$ cat src/rtl/wst_pkg.sv
package wst_pkg;

    typedef enum logic [1:0] {
        PH_CLOSED = 2'd0,
        PH_ARMED  = 2'd1,
        PH_OPEN   = 2'd2
    } win_phase_e;

    typedef enum logic {
        LVL_LOW  = 1'b0,
        LVL_HIGH = 1'b1
    } win_level_e;

    localparam int NUM_WIN = 3;

endpackage

$ cat src/rtl/wst_cycle_count.sv
module wst_cycle_count #(
    parameter int CNT_W = 32
) (
    input  logic             clk,
    input  logic             rst_n,
    output logic [CNT_W-1:0] now_o
);

    localparam logic [CNT_W-1:0] STEP = CNT_W'(1);

    always_ff @(posedge clk or negedge rst_n) begin
        if (!rst_n) begin
            now_o <= '0;
        end else begin
            now_o <= now_o + STEP;
        end
    end

    // time advances by exactly one per cycle, wrap included
    a_r11_count_advances: assert property (@(posedge clk) disable iff (!rst_n)
        1'b1 |=> now_o == CNT_W'($past(now_o) + STEP));

endmodule

$ cat src/rtl/wst_window.sv
module wst_window
    import wst_pkg::*;
#(
    parameter int CNT_W     = 32,
    parameter int ON_DLY    = 8,
    parameter int OFF_DLY   = 16,
    parameter int EXT_DLY   = 16,
    parameter bit RESTART   = 1'b0,
    parameter bit SET_ON_WR = 1'b0
) (
    input  logic             clk,
    input  logic             rst_n,
    input  logic [CNT_W-1:0] now_i,
    input  logic             wr_i,
    input  logic             rd_i,
    output logic             level_o
);

    localparam logic [CNT_W-1:0] ON_INC  = CNT_W'(ON_DLY);
    localparam logic [CNT_W-1:0] OFF_INC = CNT_W'(OFF_DLY);
    localparam logic [CNT_W-1:0] EXT_INC = CNT_W'(EXT_DLY);
    localparam int               MSB     = CNT_W - 1;

    logic [CNT_W-1:0] on_q, off_q;
    logic [CNT_W-1:0] d_on, d_off, span;
    logic             on_ge, off_ge, off_gt;
    logic             on_reached, off_reached, expired, fresh;

    win_phase_e phase_q, phase_d;
    win_level_e level_q, level_d;

    // signed-difference comparisons against the running count
    assign d_on   = now_i - on_q;
    assign d_off  = now_i - off_q;
    assign span   = off_q - on_q;
    assign on_ge  = ~d_on[MSB];
    assign off_ge = ~d_off[MSB];
    assign off_gt = off_ge && (d_off != '0);

    assign off_reached = (phase_q == PH_CLOSED) || off_ge;
    assign on_reached  = (phase_q == PH_OPEN)   || on_ge;
    assign expired     = (phase_q == PH_CLOSED) || off_gt;
    assign fresh       = RESTART || expired;

    // timer instants
    always_ff @(posedge clk or negedge rst_n) begin
        if (!rst_n) begin
            on_q  <= '0;
            off_q <= '0;
        end else if (wr_i) begin
            if (fresh) begin
                on_q  <= now_i + ON_INC;
                off_q <= now_i + OFF_INC;
            end else begin
                off_q <= off_q + EXT_INC;
            end
        end
    end

    // phase next state
    always_comb begin
        phase_d = phase_q;
        if (wr_i) begin
            phase_d = fresh ? PH_ARMED : phase_q;
        end else begin
            unique case (phase_q)
                PH_CLOSED: phase_d = PH_CLOSED;
                PH_ARMED: begin
                    if (off_ge)     phase_d = PH_CLOSED;
                    else if (on_ge) phase_d = PH_OPEN;
                end
                PH_OPEN: begin
                    if (off_ge) phase_d = PH_CLOSED;
                end
                default: phase_d = PH_CLOSED;
            endcase
        end
    end

    // level next state (read evaluation uses pre-write timers)
    always_comb begin
        level_d = level_q;
        if (wr_i && SET_ON_WR) begin
            level_d = LVL_HIGH;
        end else if (rd_i) begin
            if (off_reached)     level_d = LVL_LOW;
            else if (on_reached) level_d = LVL_HIGH;
        end
    end

    // state register
    always_ff @(posedge clk or negedge rst_n) begin
        if (!rst_n) begin
            phase_q <= PH_CLOSED;
            level_q <= LVL_LOW;
        end else begin
            phase_q <= phase_d;
            level_q <= level_d;
        end
    end

    // output
    always_comb begin
        level_o = (level_q == LVL_HIGH);
    end

    // a read after the off instant leaves the flag low
    a_r7_closed_read_low: assert property (@(posedge clk) disable iff (!rst_n)
        (rd_i && !wr_i && phase_q == PH_CLOSED) |=> level_q == LVL_LOW);

    // after any write the on instant precedes the off instant
    a_r5_on_precedes_off: assert property (@(posedge clk) disable iff (!rst_n)
        wr_i |=> (!span[MSB] && span != '0));

    // a closed window stays closed until a write arrives
    a_r11_closed_sticks: assert property (@(posedge clk) disable iff (!rst_n)
        (phase_q == PH_CLOSED && !wr_i) |=> phase_q == PH_CLOSED);

endmodule

$ cat src/rtl/wbuf_status_timer.sv
module wbuf_status_timer
    import wst_pkg::*;
#(
    parameter int CNT_W    = 32,
    parameter int STAT_W   = 32,
    parameter int BUSY_BIT = 5,
    parameter int MID_BIT  = 4,
    parameter int LATE_BIT = 0,
    parameter int BUSY_OFF = 8,
    parameter int MID_ON   = 8,
    parameter int MID_LEN  = 16,
    parameter int LATE_ON  = 24,
    parameter int LATE_LEN = 24
) (
    input  logic              clk,
    input  logic              rst_n,
    input  logic              wr_stb_i,
    input  logic              rd_stb_i,
    output logic [STAT_W-1:0] stat_o
);

    localparam int WIN_POS [NUM_WIN] = '{LATE_BIT, MID_BIT, BUSY_BIT};
    localparam int WIN_ON  [NUM_WIN] = '{LATE_ON, MID_ON, 0};
    localparam int WIN_OFF [NUM_WIN] = '{LATE_ON + LATE_LEN, MID_LEN, BUSY_OFF};
    localparam int WIN_EXT [NUM_WIN] = '{LATE_LEN, MID_LEN, BUSY_OFF};
    localparam bit WIN_RST [NUM_WIN] = '{1'b0, 1'b0, 1'b1};
    localparam bit WIN_SET [NUM_WIN] = '{1'b0, 1'b0, 1'b1};

    localparam logic [STAT_W-1:0] USED_MASK =
        (STAT_W'(1) << BUSY_BIT) | (STAT_W'(1) << MID_BIT) | (STAT_W'(1) << LATE_BIT);

    logic [CNT_W-1:0]   now;
    logic [NUM_WIN-1:0] win_lvl;

    wst_cycle_count #(.CNT_W(CNT_W)) u_count (
        .clk   (clk),
        .rst_n (rst_n),
        .now_o (now)
    );

    for (genvar gi = 0; gi < NUM_WIN; gi++) begin : g_win
        wst_window #(
            .CNT_W     (CNT_W),
            .ON_DLY    (WIN_ON[gi]),
            .OFF_DLY   (WIN_OFF[gi]),
            .EXT_DLY   (WIN_EXT[gi]),
            .RESTART   (WIN_RST[gi]),
            .SET_ON_WR (WIN_SET[gi])
        ) u_win (
            .clk     (clk),
            .rst_n   (rst_n),
            .now_i   (now),
            .wr_i    (wr_stb_i),
            .rd_i    (rd_stb_i),
            .level_o (win_lvl[gi])
        );
    end

    always_comb begin
        stat_o = '0;
        for (int i = 0; i < NUM_WIN; i++) begin
            stat_o[WIN_POS[i]] = win_lvl[i];
        end
    end

    // a write shows as busy on the next cycle
    a_r1_write_sets_busy: assert property (@(posedge clk) disable iff (!rst_n)
        wr_stb_i |=> stat_o[BUSY_BIT]);

    // spare bits stay clear
    a_r9_spare_bits_zero: assert property (@(posedge clk) disable iff (!rst_n)
        (stat_o & ~USED_MASK) == '0);

    // without an access the word holds
    a_r7_hold_without_access: assert property (@(posedge clk) disable iff (!rst_n)
        (!wr_stb_i && !rd_stb_i) |=> $stable(stat_o));

endmodule

$ cat config.mk
export PLATFORM = sky130hd
export DESIGN_NAME = wbuf_status_timer
export DESIGN_NICKNAME = d
export VERILOG_FILES = /design/src/rtl/wst_pkg.sv /design/src/rtl/wst_cycle_count.sv /design/src/rtl/wst_window.sv /design/src/rtl/wbuf_status_timer.sv
export SDC_FILE = /design/constraint.sdc
export NUM_CORES = 1
export LEC_CHECK = 0
export ABC_AREA = 1
export BUFFER_PORTS_ARGS = -buffer_cell sky130_fd_sc_hd__buf_2
export CORE_MARGIN = 8
export CORE_UTILIZATION = 34
export DETAILED_ROUTE_END_ITERATION = 12
export GPL_TIMING_DRIVEN = 1
export PLACE_DENSITY = 0.5
export RECOVER_POWER = 50
export SYNTH_ARGS = -nofsm -noshare
export SYNTH_HDL_FRONTEND = slang
export SYNTH_SLANG_ARGS = --single-unit
$ cat constraint.sdc
create_clock -name clk -period 6.92 [get_ports clk]
set_input_delay 0.346 -clock clk [delete_from_list [all_inputs] [get_ports clk]]
set_output_delay 0.346 -clock clk [all_outputs]
set_load 0.005 [all_outputs]
Word level (Yosys, flattened, before mapping) --
Cells that the tools add are included.
Storage, ports and cells: register bits after elaboration 233, input bits 4, logic and storage cells 100
Operators by class: $add $sub $neg 13, bitwise logic cells 6, equality and inequality tests 14, muxes and demuxes 27, reduce and logical (&&, ||, !) cells 27
Operator list (count):
- subtractor 32 bit | 6
- adder 32 x 5 -> 32 bit (second input constant) | 4
- 2-to-1 mux 32 bit | 2
- nonzero test 32 bit | 2
- adder 32 x 1 -> 32 bit (second input constant) | 1
- adder 32 x 4 -> 32 bit (second input constant) | 1
- adder 32 x 6 -> 32 bit (second input constant) | 1
- 2-to-1 mux 2 bit | 14
- != test 4 bit (second input constant) | 3
- one-hot mux 2 bit (2 select lines) | 3
- AND reduction 2 bit | 6
- != test 3 bit (second input constant) | 3
- logical OR 1 bit | 8
- 2-to-1 mux 1 bit | 8
- == test 2 x 1 -> 1 bit (second input constant) | 3
- == test 2 bit (second input constant) | 3
- logical NOT 2 bit | 3
- inverter 1 bit | 6
- AND reduction 3 bit | 2
- nonzero test 2 bit | 3
- != test 2 x 1 -> 1 bit (second input constant) | 2
- nonzero test 3 bit | 1
- logical AND 1 bit | 2

Logic depth before layout (Yosys ltp) --
depth in word-level cells 7, mapped depth 31

Cells and area by module --
From an unflattened synthesis, not the netlist that was laid out.
Unflattened totals: cells, all modules 3396, area, all modules 21728.3 µm²
By module, submodules not included:
- wst_window at g_win[0].u_win | area an instance 7886.3 µm², instances 1, cells each 1314, seq. area each 1676.6 µm²
- wst_window at g_win[1].u_win | area an instance 7420.9 µm², instances 1, cells each 1245, seq. area each 1601.5 µm²
- wst_window at g_win[2].u_win | area an instance 4411.7 µm², instances 1, cells each 586, seq. area each 1601.5 µm²
- wst_cycle_count | area an instance 1788.0 µm², instances 1, cells each 221, seq. area each 800.8 µm²
- wbuf_status_timer | area an instance 221.5 µm², instances 1, cells each 30, seq. area each 0.0 µm²

Least setup slack after synthesis --
OpenSTA, ideal clock, no wires.
path type register to register, start point reg u_count.now_o[0], end point reg g_win[1].u_win.off_q[28], stages on the path, launching flop included 32, data arrival time 3435 ps, slack 3367 ps, buffers on the path 1, period minus slack after synthesis 3553 ps, required time 6803 ps, path through dfrtp_1 > inv_1 > ha_1 > fa_1 > inv_1 > nand3_1 > nand2_2 > nand2_1 > nand2_1 > nand2_1 > nand2_1 > nand2_1 > nand2_1 > nand2_1 > nor2_1 > nand2_1 > nor3_2 > nand2_4 > nand2_8 > buf_8 > nand2_1 > o21ai_1 > inv_1 > ha_1 > nand2_1 > nor2_4 > nand2_2 > nor2_4 > nand2_1 > nand2_1 > nand3_1 > nand2_1
On the way: longest elaborated chain between the ends 5, elaborated cells on any way between the ends 7, those cells by class 2 x add/sub; 1 x mux; 1 x bitwise; 3 x reduce/logical
Ends and longest elaborated chain:
- from (decl) | line wst_cycle_count.sv:6 | output logic [CNT_W-1:0] now_o
- from (signal assigned) | line wst_cycle_count.sv:15 | now_o <= now_o + STEP;
- subtractor 32 bit | line wst_window.sv:34 | assign d_off = now_i - off_q;
- nonzero test 32 bit or inverter 1 bit (tied branches) | line wst_window.sv:38, wst_window.sv:37
- logical AND 1 bit | line wst_window.sv:38 | assign off_gt = off_ge && (d_off != '0);
- logical OR 1 bit | line wst_window.sv:42 | assign expired = (phase_q == PH_CLOSED) || off_gt;
- 2-to-1 mux 32 bit (*) | line wst_window.sv:51 | if (fresh) begin
- to (signal assigned) | line wst_window.sv:53 | off_q <= now_i + OFF_INC;
- to (signal assigned) | line wst_window.sv:55 | off_q <= off_q + EXT_INC;
- to (decl) | line wst_window.sv:24 | logic [CNT_W-1:0] on_q, off_q;
Mark *: on every way between the ends. The rest lies on a longest branch, timed or not. A chain may end at the register's enable or synchronous reset.

Final worst setup path --
start point in wr_stb_i, end point reg g_win[1].u_win.phase_q[1]
On the way: longest elaborated chain between the ends 2, elaborated cells on any way between the ends 5, those cells by class 3 x eq/ne; 1 x mux; 1 x reduce/logical
Ends and longest elaborated chain:
- from (decl) | line wbuf_status_timer.sv:17 | input logic wr_stb_i,
- != test 4 bit (no line) (tied with other cells)
- AND reduction 3 bit (no line)
- to (signal assigned) | line wst_window.sv:97 | phase_q <= phase_d;
- to (decl) | line wst_window.sv:29 | win_phase_e phase_q, phase_d;
Parallel ways exist; a longest one is shown, timed or not.

==> run metrics <==
via count about 18000; clock tree buffer depth 3; Pint between 3 and 4 mW; DRT iter0 DRCs about 1400; Clock Latency Late Sink just under 0.6 ns; share of layout cells above drive strength 1 under 10%; actual slew at the worst max-slew pin 3.22 ns; Post-synth ARST share 100%; initial antenna violation count 1; Min-Delay Path Class in -> reg; Die W 256 microns; max_cap viols 5; pre-CTS setup slack around 2.2 ns; Post-DRT Antenna Nets 0; GR Overflow Total 0; most frequent cells in the layout nand2_1 (733), inv_1 (447), dfrtp_1 (227); Worst Skew around 0.010 ns; clk sink count between 200 and 250; failing checks capacitance limit, slew limit; initial cell density of the core between 30% and 40%; CTS buffer count 30; Total Routed Length roughly 68000 microns; post-CTS resize count 0; status finished with violations; per-cell routed wire length between 15 and 20 microns; critical path required time around 7.4 ns; Clock Power Share between 30% and 40%; Core ar. roughly 57000 sq um; pwr/cell area around 240 nW/um^2; PnR worst setup slack 1.40 ns; switch share approximately two fifths; post-synthesis sequential area ratio between 20 and 30%; Placer Congestion 0.926; Tot Pwr between 5 and 6 mW; setup_tns 0 ns; fin. max-slew vios 341; Post-Syn Area slightly below 20000 sq um; Crit. End Element register; total track usage about 20%; DRC errors left 0; switching pwr 2.16 mW; Slew headroom -115%; Final period util around 80%; Syn Inst Count 2833; die area about 65000 sq um; dpl hpwl 51800 microns; CTS H-tree lvls 1; min Tclk post-route approximately 5.5 ns; largest net degree at the start of global routing 117; RSZ-0062 raised after global routing no; Worst EP arrival approximately 6 ns; Via-to-Cell Ratio around 5.0; # setup viols final 0; # Post-CTS Setup Buffers 0; ANT cells 0; crit-path max FO 96; sequential share of power 29.8%; leakage ~11 nW; most common cell after layout, fill and taps aside nand2_1; Die H ~260 microns; hold violation count in the final report 0; crit path launch type input pin; Clk pin slew, worst setup/hold paths roughly 0.060 ns; Top FF cell, synth dfrtp_1; io pins 36; YS warnings 0; post-synthesis cell type count 50; vias in the first global route 17700; average size of a mapped cell around 6.9 sq um; first-pass GRT wire length 105000 microns; row count between 80 and 90; Layout Nets 3022; Fill cells roughly 6200; CTS tree done; Worst Setup Path Type in -> reg; IO Port Bufs 6; Layout area overhead 9.40%; drt first pass iters 6; Post-synth EDFFs 0; clk root buf clkbuf_16; achievable frequency 0.181 GHz; worst vdd ir between 0.15 and 0.2 mV; part of the power in combinational logic between 30% and 40%; Synth Register Bits around 230
## worst max-delay path, stage by stage
cell and delay, ns:
clkbuf_1 1.36, clkbuf_1 1.95, clkbuf_2 1.55, nor4_1 0.19, inv_1 0.13, o21ai_0 0.13, nand2_1 0.09, o21ai_0 0.07
## per-stage QoR
| step | hold slack (ns) | util (%) | instances | area [sq um] |
|---|---|---|---|---|
| final | 0.272 | 37.4 | 3619 | 21400 |
| after detailed placement | 0.458 | 35.5 | 3562 | 20400 |
| after floorplan | 0.0504 | - | 2861 | 19700 |
| after global routing | 0.274 | 37.4 | 3619 | 21400 |
| after CTS | 0.169 | 37.4 | 3619 | 21400 |
| after global placement | 0.458 | 35.5 | 3562 | 20400 |
## layout make-up
type	instances	area, sq um	area share (%)
Multi-Input combinational cell	2073	11700	54.6
Sequential cell	227	5680	26.6
Inverter	456	1710	8.00
Tap cell	765	957	4.48
Clock buffer	37	818	3.83
Timing Repair Buffer	42	284	1.33
Clock inverter	19	251	1.18
## final timing paths
kind / slack [ns] / depth (start not counted) / endpoint / from
setup / recovery: 1.40 / 8 / g_win[1].u_win.phase_q[1]$_DFFE_PN0P_ / wr_stb_i
hold / removal: 0.27 / 2 / g_win[0].u_win.level_o$_DFFE_PN0P_ / rd_stb_i
setup reg to reg: 1.95 / 23 / g_win[0].u_win.off_q[11]$_DFFE_PN0P_ / u_count.now_o[3]$_DFF_PN0_
hold reg to reg: 0.47 / 2 / g_win[0].u_win.on_q[15]$_DFFE_PN0P_ / g_win[0].u_win.on_q[15]$_DFFE_PN0P_
max in group asynchronous: 3.66 / 2 / g_win[2].u_win.phase_q[1]$_DFFE_PN0P_ / rst_n
min in group asynchronous: 1.30 / 2 / g_win[1].u_win.on_q[1]$_DFFE_PN0P_ / rst_n
## per-layer routing
| layer | share of wire (%) | global-route usage, % |
|---|---|---|
| met1 | 49 | 29.2 |
| met2 | 44 | 32.2 |
| met3 | 4.8 | 1.46 |
| met4 | 2.2 | 4.53 |
| met5 | 0 | 0 |
## power by group through the flow
stage / clock (mW) / sequential (mW) / combinational [mW]
after floorplan: 0 / 1.54 / 1.52
after global placement: 0 / 1.57 / 1.94
after detailed placement: 0 / 1.57 / 1.95
after CTS: 1.73 / 1.55 / 1.96
after global routing: 1.78 / 1.57 / 2.21
final: 1.70 / 1.55 / 1.96
## flip-flops by register name, summed over array words and instances, names as in the netlist
| signal | cells |
|---|---|
| g_win.u_win.phase_q | 6 |
| g_win.u_win.on_q | 93 |
| g_win.u_win.level_o | 3 |
| g_win.u_win.off_q | 93 |
| u_count.now_o | 32 |
## cells by family (layout without fill, tap and decap cells)
logic type	Yosys count	in the layout	share of synthesized area [%]
AO/OA/AOI/OAI	387	387	10.7
XOR/XNOR	168	168	7.53
adder cells (fa/ha/maj)	188	188	12.1
buffers and inverters	561	554	11.8
flip-flops	227	227	29.1
other	1	29	0.0192
AND/OR/NAND/NOR	1301	1301	28.8
## synthesized netlist by cell type, drive strengths merged (2+ instances only)
master / count / share of area (%)
buf: 56 / 2.1
o21ai: 204 / 5.2
a31oi: 5 / 0.16
o211ai: 9 / 0.35
clkbuf: 49 / 0.94
or2: 3 / 0.096
nand3: 167 / 4.3
fa: 2 / 0.20
dfrtp: 227 / 29
xor2: 148 / 6.6
o221ai: 5 / 0.22
a21oi: 125 / 3.2
nor2: 232 / 5.1
xnor2: 20 / 0.90
o21bai: 14 / 0.54
a21o: 3 / 0.12
a221oi: 2 / 0.090
o31ai: 4 / 0.15
nor3: 50 / 1.4
clkinv: 2 / 0.038
a211oi: 7 / 0.27
nor4: 16 / 0.51
nand3b: 7 / 0.27
o21a: 3 / 0.12
ha: 186 / 12
nand4: 47 / 1.5
inv: 454 / 8.7
nand2: 777 / 16
o22ai: 2 / 0.064
## what timing repair did
action	4_1_cts	5_1_grt
hold buffers	1	0
hold endpoints to repair	115	0
endpoints found under the setup margin	0	0
Power figures use the tool's default switching activity.
